===== src/rtl/irq_seq_pkg.sv =====
package irq_seq_pkg;

  typedef enum logic [1:0] {
    MODE_SUP = 2'd0,
    MODE_NRM = 2'd1,
    MODE_FST = 2'd2
  } mode_e;

  typedef struct packed {
    mode_e mode;
    logic  nmask;
    logic  fmask;
  } ctx_t;

  // a fast request may enter from any mode except fast itself
  function automatic logic fst_allowed(mode_e m, logic fmask);
    return (m != MODE_FST) && !fmask;
  endfunction

  // a normal request may only enter from supervisor
  function automatic logic nrm_allowed(mode_e m, logic nmask);
    return (m == MODE_SUP) && !nmask;
  endfunction

endpackage


===== src/rtl/irq_arbiter.sv =====
module irq_arbiter
  import irq_seq_pkg::*;
(
  input  mode_e mode,
  input  logic  nmask,
  input  logic  fmask,
  input  logic  nrm_req,
  input  logic  fst_req,
  input  logic  ret_cmd,
  output logic  do_ret,
  output logic  take_fst,
  output logic  take_nrm
);

  always_comb begin
    do_ret   = ret_cmd && (mode != MODE_SUP);
    take_fst = !do_ret && fst_req && fst_allowed(mode, fmask);
    take_nrm = !do_ret && !take_fst && nrm_req && nrm_allowed(mode, nmask);
  end

endmodule


===== src/rtl/irq_ctx_stack.sv =====
module irq_ctx_stack
  import irq_seq_pkg::*;
#(
  parameter int DEPTH = 2
) (
  input  logic clk,
  input  logic rst_n,
  input  logic push,
  input  logic pop,
  input  ctx_t push_ctx,
  output ctx_t top_ctx
);

  localparam int LVL_W = $clog2(DEPTH + 1);

  logic [LVL_W-1:0] level_q;
  ctx_t             slot_q [DEPTH];

  always_ff @(posedge clk or negedge rst_n) begin
    if (!rst_n) begin
      level_q <= '0;
    end else if (push && (level_q != LVL_W'(DEPTH))) begin
      level_q <= level_q + 1'b1;
    end else if (pop && (level_q != '0)) begin
      level_q <= level_q - 1'b1;
    end
  end

  for (genvar g = 0; g < DEPTH; g++) begin : g_slot
    always_ff @(posedge clk or negedge rst_n) begin
      if (!rst_n) begin
        slot_q[g] <= '{mode: MODE_SUP, nmask: 1'b0, fmask: 1'b0};
      end else if (push && (level_q == LVL_W'(g))) begin
        slot_q[g] <= push_ctx;
      end
    end
  end

  always_comb begin
    top_ctx = '{mode: MODE_SUP, nmask: 1'b0, fmask: 1'b0};
    for (int i = 0; i < DEPTH; i++) begin
      if (level_q == LVL_W'(i + 1)) top_ctx = slot_q[i];
    end
  end

endmodule


===== src/rtl/irq_vec_gen.sv =====
module irq_vec_gen #(
  parameter int              ADDR_W  = 32,
  parameter logic [ADDR_W-1:0] VEC_NRM = ADDR_W'(32'h18),
  parameter logic [ADDR_W-1:0] VEC_FST = ADDR_W'(32'h1C)
) (
  input  logic              clk,
  input  logic              rst_n,
  input  logic              take_nrm,
  input  logic              take_fst,
  output logic              vec_stb,
  output logic [ADDR_W-1:0] vec_addr
);

  always_ff @(posedge clk or negedge rst_n) begin
    if (!rst_n) begin
      vec_stb  <= 1'b0;
      vec_addr <= '0;
    end else begin
      vec_stb <= take_nrm || take_fst;
      if (take_fst)      vec_addr <= VEC_FST;
      else if (take_nrm) vec_addr <= VEC_NRM;
    end
  end

endmodule


===== src/rtl/irq_mode_seq.sv =====
module irq_mode_seq
  import irq_seq_pkg::*;
#(
  parameter int                ADDR_W  = 32,
  parameter logic [ADDR_W-1:0] VEC_NRM = ADDR_W'(32'h18),
  parameter logic [ADDR_W-1:0] VEC_FST = ADDR_W'(32'h1C)
) (
  input  logic              clk,
  input  logic              rst_n,
  input  logic              nrm_req,
  input  logic              fst_req,
  input  logic              ret_cmd,
  input  logic              flag_wr,
  input  logic [1:0]        flag_wdata,
  output logic [1:0]        mode_o,
  output logic              nmask_o,
  output logic              fmask_o,
  output logic              vec_stb_o,
  output logic [ADDR_W-1:0] vec_addr_o
);

  localparam int NEST_DEPTH = 2;

  mode_e mode_q;
  logic  nmask_q;
  logic  fmask_q;
  logic  do_ret;
  logic  take_fst;
  logic  take_nrm;
  ctx_t  cur_ctx;
  ctx_t  top_ctx;

  irq_arbiter u_arb (
    .mode     (mode_q),
    .nmask    (nmask_q),
    .fmask    (fmask_q),
    .nrm_req  (nrm_req),
    .fst_req  (fst_req),
    .ret_cmd  (ret_cmd),
    .do_ret   (do_ret),
    .take_fst (take_fst),
    .take_nrm (take_nrm)
  );

  assign cur_ctx = '{mode: mode_q, nmask: nmask_q, fmask: fmask_q};

  irq_ctx_stack #(.DEPTH(NEST_DEPTH)) u_stack (
    .clk      (clk),
    .rst_n    (rst_n),
    .push     (take_fst || take_nrm),
    .pop      (do_ret),
    .push_ctx (cur_ctx),
    .top_ctx  (top_ctx)
  );

  always_ff @(posedge clk or negedge rst_n) begin
    if (!rst_n) begin
      mode_q  <= MODE_SUP;
      nmask_q <= 1'b0;
      fmask_q <= 1'b0;
    end else if (do_ret) begin
      mode_q  <= top_ctx.mode;
      nmask_q <= top_ctx.nmask;
      fmask_q <= top_ctx.fmask;
    end else if (take_fst) begin
      mode_q  <= MODE_FST;
      nmask_q <= 1'b1;
      fmask_q <= 1'b1;
    end else if (take_nrm) begin
      mode_q  <= MODE_NRM;
      nmask_q <= 1'b1;
    end else if (flag_wr) begin
      nmask_q <= flag_wdata[0];
      fmask_q <= flag_wdata[1];
    end
  end

  irq_vec_gen #(.ADDR_W(ADDR_W), .VEC_NRM(VEC_NRM), .VEC_FST(VEC_FST)) u_vec (
    .clk      (clk),
    .rst_n    (rst_n),
    .take_nrm (take_nrm),
    .take_fst (take_fst),
    .vec_stb  (vec_stb_o),
    .vec_addr (vec_addr_o)
  );

  assign mode_o  = mode_q;
  assign nmask_o = nmask_q;
  assign fmask_o = fmask_q;

endmodule


===== config.mk =====
export PLATFORM = sky130hd
export DESIGN_NAME = irq_mode_seq
export DESIGN_NICKNAME = d
export VERILOG_FILES = /design/src/rtl/irq_seq_pkg.sv /design/src/rtl/irq_arbiter.sv /design/src/rtl/irq_ctx_stack.sv /design/src/rtl/irq_vec_gen.sv /design/src/rtl/irq_mode_seq.sv
export SDC_FILE = /design/constraint.sdc
export NUM_CORES = 1
export LEC_CHECK = 0
export BUFFER_PORTS_ARGS = -buffer_cell sky130_fd_sc_hd__buf_2
export CAP_MARGIN = 20
export CORE_MARGIN = 3
export CORE_UTILIZATION = 47
export CTS_BUF_LIST = sky130_fd_sc_hd__clkbuf_16
export CTS_CLUSTER_DIAMETER = 60
export DETAILED_ROUTE_END_ITERATION = 6
export PLACE_DENSITY_LB_ADDON = 0.12
export SLEW_MARGIN = 20
export SYNTH_ARGS = -nofsm -noshare
export SYNTH_HDL_FRONTEND = slang
export SYNTH_SLANG_ARGS = --single-unit

===== constraint.sdc =====
create_clock -name clk -period 2.25 [get_ports clk]
set_clock_uncertainty 0.2 [all_clocks]
set_input_delay 0.3375 -clock clk [delete_from_list [all_inputs] [get_ports clk]]
set_output_delay 0.3375 -clock clk [all_outputs]
set_load 0.05 [all_outputs]

==> results of run 1 <==
-- layer usage --
layer	track usage	wire, um
met1	0.200	896
met4	0.0373	19
met2	0.219	934
met3	0.0518	175
met5	0	0
-- critical path: cells and delay by family (launching register included) --
family	cells	cell delay, ps
simple gates	2	670
mux	1	310
flops	1	420
buf+inv	1	80
compound gates	1	170
-- report_power, final --
part	switching [W]	internal [W]	total (W)
sequential	0.000114	0.000453	0.000567
combinational	0.000626	0.000363	0.000989
clock	0.000113	0.000238	0.000351
-- placed cells by master, fill, tap and decap left out --
cell / instances
o21ai_1: 1
mux2_2: 1
ha_1: 3
nand2_1: 3
mux2i_1: 2
or4b_1: 1
a311oi_1: 1
clkinv_2: 1
nand2_4: 2
xnor2_1: 1
dlygate4sd3_1: 1
nor2b_1: 2
nor2_1: 1
mux2_4: 8
clkbuf_16: 3
a21oi_1: 4
inv_6: 1
conb_1: 29
a22o_1: 1
o21bai_1: 1
buf_2: 15
nor3b_1: 1
a31oi_1: 2
a221oi_1: 3
dfrtp_2: 1
buf_4: 2
o21ai_0: 2
o22ai_1: 1
inv_1: 3
and3_1: 1
o21a_4: 1
dfrtp_1: 16
nand2b_1: 4
nor3_1: 1
-- logic make-up after synthesis --
| family | count (synthesis) | share of synthesized area |
|---|---|---|
| buf+inv | 36 | 0.235 |
| other cells | 1 | 0.00337 |
| compound gates | 17 | 0.108 |
| xor+xnor | 1 | 0.00788 |
| flops | 17 | 0.382 |
| simple gates | 16 | 0.0934 |
| fa+ha+maj | 3 | 0.0337 |
| mux | 11 | 0.136 |
-- what timing repair did --
item,in CTS,in global routing
endpoints found under the setup margin,0,0
hold endpoints to repair,17,0
hold buffers,1,0
-- area by class of cell --
class	count	area (um^2)
inverters	4	20.0
clock buffers	3	75.1
well taps	27	33.8
flip-flops and latches	17	427
repair buffers	18	100
fillers	199	911
multi-input cells	77	531
clock inverters	1	5.00
-- per-stage QoR --
stage	setup WS (ps)	instances	cell area, um^2
after CTS	295	147	1190
after detailed placement	302	142	1100
after global routing	202	147	1190
after global placement	310	142	1100
final	288	147	1190
after floorplan	51.0	130	1220
-- registers in the layout, summed over array words and instances, names as in the netlist --
register,count
fmask_o,1
u_vec.vec_stb,1
u_stack.level_q,2
u_vec.vec_addr,2
nmask_o,1
u_stack.slot_q,8
mode_o,2
-- final timing paths --
check | from | end | slack [ps] | cells past startpoint
min in group asynchronous | rst_n | u_stack.slot_q[7]$_DFFE_PN0P_ | 350 | 2
setup reg to reg | nmask_o$_DFFE_PN0P_ | u_stack.slot_q[6]$_DFFE_PN0P_ | 290 | 5
hold / removal | ret_cmd | mode_o[0]$_DFFE_PN0P_ | 170 | 2
hold reg to reg | u_vec.vec_addr[2]$_DFFE_PN0P_ | u_vec.vec_addr[2]$_DFFE_PN0P_ | 270 | 2
max in group asynchronous | rst_n | mode_o[0]$_DFFE_PN0P_ | 1200 | 2
setup / recovery | nmask_o$_DFFE_PN0P_ | u_stack.slot_q[6]$_DFFE_PN0P_ | 290 | 5
==> impl_metrics.toml, run 1 <==
[run_status]
outcome = "finished, final reports clean"

[min_path]
hold_path.class = "in2reg"

[timing]
slew_headroom = 0.633
setup_viol = 0
rsz0062_at_grt = "false"
tns_ps = 0
max_freq_mhz = 510
layout_worst_path_cycle_share = 0.872
hold_ws_ps = 167
worstMarginPinSlew_ps = 547
fin_crit_ps = 1960
slew_violations = 0
hold_viol_final = 0

[route]
drt.antenna.violating_nets = 0
drt_wl_total_um = 2030
drt_iter0_drc = 12
drtPass1Iterations = 4
vias_per_cell = 4.73
drc_errors = 0
dr_total_vias = 696
wl_per_cell_um = 13.8

[clock_network]
clock_path_buffers = 2
clk_latency_ps = 250
cts_tree = "done"
cts_setup_buffers = 0
clock_sinks = 17
cts_resized = 0
htreeDepth = 1
cts_root_buffer = "clkbuf_16"
numCtsBuffers = 3
path_clk_slew_ps = 50

[synth]
synthTopCellsByArea = "dfrtp_1 38%, buf_4 20%, mux2_4 11%, ha_1 3.4%, a221oi_1 2.4%"
yosysWarningCount = 0
synth-seq-cells = 17
syn_avg_cell_area_um2 = 10.9
synth_top_area_cell = "dfrtp_1"
synth_cells = 102
synth-edff-count = 0
synth_cell_types = 31
synth.most_common_cell = "buf_4"
ys_top_cells_by_count = "30 x buf_4, 17 x dfrtp_1, 8 x mux2_4"
ys_seq_area_frac = 0.382
synthFlopType = "dfrtp_1"
syn_area_mm2 = 0.00111
synth_top_area_frac = 0.382
synth-async-reset-ratio = 1.00

[final_layout]
final_util = 0.567
drive_above_1_share = 0.292
syn_to_final_growth_pct = 7.09
num-nets-final = 132
n_antenna_cell = 0

[pwr]
finalPower_w = 0.00191
leakagePower_nw = 0.628
vdd_drop_max_v = 0.000839
powerDensity_mw_per_mm2 = 1600

[critical_path]
startpoint_type = "register"
critPathKind = "reg2reg"
crit_chain = "or4b_1 -> o21a_4 -> inv_6 -> nand2_4 -> mux2_4"
worstPathMaxFanout = 5
arrival_ps = 1890
critPathSlowestCell = "or4b_1"
endpoint_kind = "register"
required_ps = 2180
cp_slowest_stage_delay_ps = 580

[global_routing]
grt_overflow = 0
grt_pass1_wl_um = 3050
grt_pass1_vias = 643
grt_antenna_before_repair = 0
grt_max_degree = 18
grt.total_usage = 0.147

[floorplanning]
initial_core_util = 0.529
die_area_mm2 = 0.00299
fp.dieW_um = 54.7
fp.coreArea_mm2 = 0.00210
io_pins = 45
die_h_um = 54.7
rows = 16

[place]
gp_congestion = 0.763
dp_hpwl_um = 1530
port_buffers = 15

[flow_run]
max-cap-violations = 0
No activity file was read; power rests on OpenSTA's default activity.
==> inputs of run 2 (changes only) <==
CORE_MARGIN = 5   (was 3)
GPL_TIMING_DRIVEN = 0   (was not set)
==> run 2 against run 1 <==
Total power increased by 1.3%; non-clock buffer count increased by 30; global-route usage decreased by 1.7 points; flip-flop and latch count unchanged; via count increased by 8.5%; cell count increased by 21%; die area increased by 15%; wire length increased by 8.1%; sequential share of layout area decreased by 5.7 points; clock-buffer cell count unchanged; design area increased by 19%; first-iteration DRC count decreased by 17%.
==> impl_metrics.toml, run 2 (synthesis results as in run 1) <==
[run_status]
outcome = "finished, final reports clean"

[critical_path]
reg2reg_to = "u_stack.slot_q[4]$_DFFE_PN0P_"
arrival_ps = 2030
r2r_start = "mode_o[0]$_DFFE_PN0P_"
endpoint_kind = "register"
crit_chain = "buf_6 -> or4b_1 -> buf_2 -> o21a_4 -> inv_6 -> nand2_4 -> mux2_4"
critPathKind = "reg2reg"
reg2reg_depth = 7
startpoint_type = "register"
cp_slowest_stage_delay_ps = 450
worstPathMaxFanout = 9
required_ps = 2180
reg2reg_slack_ps = 150
critPathSlowestCell = "or4b_1"

[floorplanning]
rows = 17
fp.coreArea_mm2 = 0.00223
io_pins = 45
fp.dieW_um = 58.7
die_h_um = 58.7
die_area_mm2 = 0.00344
initial_core_util = 0.498

[clock_network]
holdBufCountCts = 1
cts_tree = "done"
path_clk_slew_ps = 50
numCtsBuffers = 3
cts_root_buffer = "clkbuf_16"
htreeDepth = 1
cts_resized = 0
cts_setup_buffers = 0
clock_sinks = 17
clock_path_buffers = 2
clk_latency_ps = 250

[global_routing]
grt.total_usage = 0.130
grt_max_degree = 18
grt_pass1_wl_um = 3370
grt_pass1_vias = 758
grt_overflow = 0
grt_antenna_before_repair = 0

[final_layout]
num-nets-final = 162
drive_above_1_share = 0.427
n_fill_cell = 209
n_antenna_cell = 0
final_cell_mix = "30 x buf_4, 29 x conb_1, 16 x buf_2, 16 x dfrtp_1, 8 x mux2_4"
final_common_cell = "buf_4"
syn_to_final_growth_pct = 27.4
largest_register = "u_stack.slot_q"
largest_register_ffs = 8

[timing]
fin_crit_ps = 2100
layout_worst_path_cycle_share = 0.932
setup_viol = 0
rsz0062_at_grt = "false"
max_freq_mhz = 477
hold_viol_final = 0
tns_ps = 0
slew_headroom = 0.637
slew_violations = 0
worstMarginPinSlew_ps = 541
hold_ws_ps = 164

[pwr]
p_clk_frac = 0.183
pwr-share-comb = 0.527
power_frac_seq = 0.290
leakagePower_nw = 0.791
switching_power_w = 0.000849
switching_share = 0.439
vdd_drop_max_v = 0.000864
p_int_w = 0.00108
powerDensity_mw_per_mm2 = 1360

[flow_run]
max-cap-violations = 0

[min_path]
min_path_cells = 2
hold_path.class = "in2reg"
min_from = "ret_cmd"
hold_path_end = "mode_o[0]$_DFFE_PN0P_"

[route]
drt_iter0_drc = 10
drt_wl_total_um = 2190
drc_errors = 0
wl_per_cell_um = 12.3
drt.antenna.violating_nets = 0
drtPass1Iterations = 4
vias_per_cell = 4.24
dr_total_vias = 755

[place]
gp_congestion = 0.719
port_buffers = 15
dp_hpwl_um = 1650
-- run 2: changes by cell type in the layout (fill, tap and decap cells not counted), sizes merged --
cell / change
buf: +30
clkinv: -1
inv: +1
-- run 2: how the worst max path moves through the flow --
stage	startpoint	end	slack (ps)	cells after the start
6_report	mode_o[0]$_DFFE_PN0P_	u_stack.slot_q[4]$_DFFE_PN0P_	150	7
5_1_grt	mode_o[0]$_DFFE_PN0P_	u_stack.slot_q[4]$_DFFE_PN0P_	100	7
2_1_floorplan	mode_o[1]$_DFFE_PN0P_	u_stack.slot_q[7]$_DFFE_PN0P_	50	6
4_1_cts	mode_o[0]$_DFFE_PN0P_	u_stack.slot_q[4]$_DFFE_PN0P_	160	7
3_3_place_gp	mode_o[1]$_DFFE_PN0P_	u_stack.slot_q[5]$_DFFE_PN0P_	170	6
3_5_place_dp	mode_o[0]$_DFFE_PN0P_	u_stack.slot_q[1]$_DFFE_PN0P_	170	7
-- run 2: layout make-up --
class,instances,area (um^2),area share
Clock buffer,3,75.1,0.0530
Clock inverter,1,3.75,0.00265
Inverter,4,20.0,0.0141
Timing Repair Buffer,16,85.1,0.0600
Buffer,32,241,0.170
Sequential cell,17,427,0.301
Tap cell,28,35.0,0.0247
Multi-Input combinational cell,77,531,0.374
-- run 2: power by group through the flow --
stage	logic, W	registers, W	clock network [W]
after floorplan	0.000666	0.000724	0
after global placement	0.000996	0.000556	0
after detailed placement	0.00101	0.000558	0
after CTS	0.00102	0.000559	0.000358
after global routing	0.00109	0.000579	0.000378
final	0.00102	0.000561	0.000354
-- run 2: per-stage QoR --
step / total power, W / area, um^2 / worst slack (ps) / util / instances
after floorplan: 0.00139 / 1220 / 51.0 / - / 130
after global placement: 0.00155 / 1330 / 172 / 0.595 / 173
after detailed placement: 0.00157 / 1330 / 170 / 0.595 / 173
after CTS: 0.00193 / 1420 / 156 / 0.635 / 178
after global routing: 0.00205 / 1420 / 103 / 0.635 / 178
final: 0.00193 / 1420 / 153 / 0.635 / 178
-- run 2: worst max-delay path, delay by kind of cell (launching register included) --
family | cells | cell delay (ps)
simple gates | 2 | 530
flops | 1 | 400
buf+inv | 3 | 390
mux | 1 | 310
compound gates | 1 | 150
-- run 2: routing by layer --
metal	part of all wire	up-vias	GRT usage
li1	-	388	-
met4	0.0073	0	0.0647
met1	0.42	343	0.152
met5	0	-	0
met3	0.068	2	0.0373
met2	0.50	22	0.215
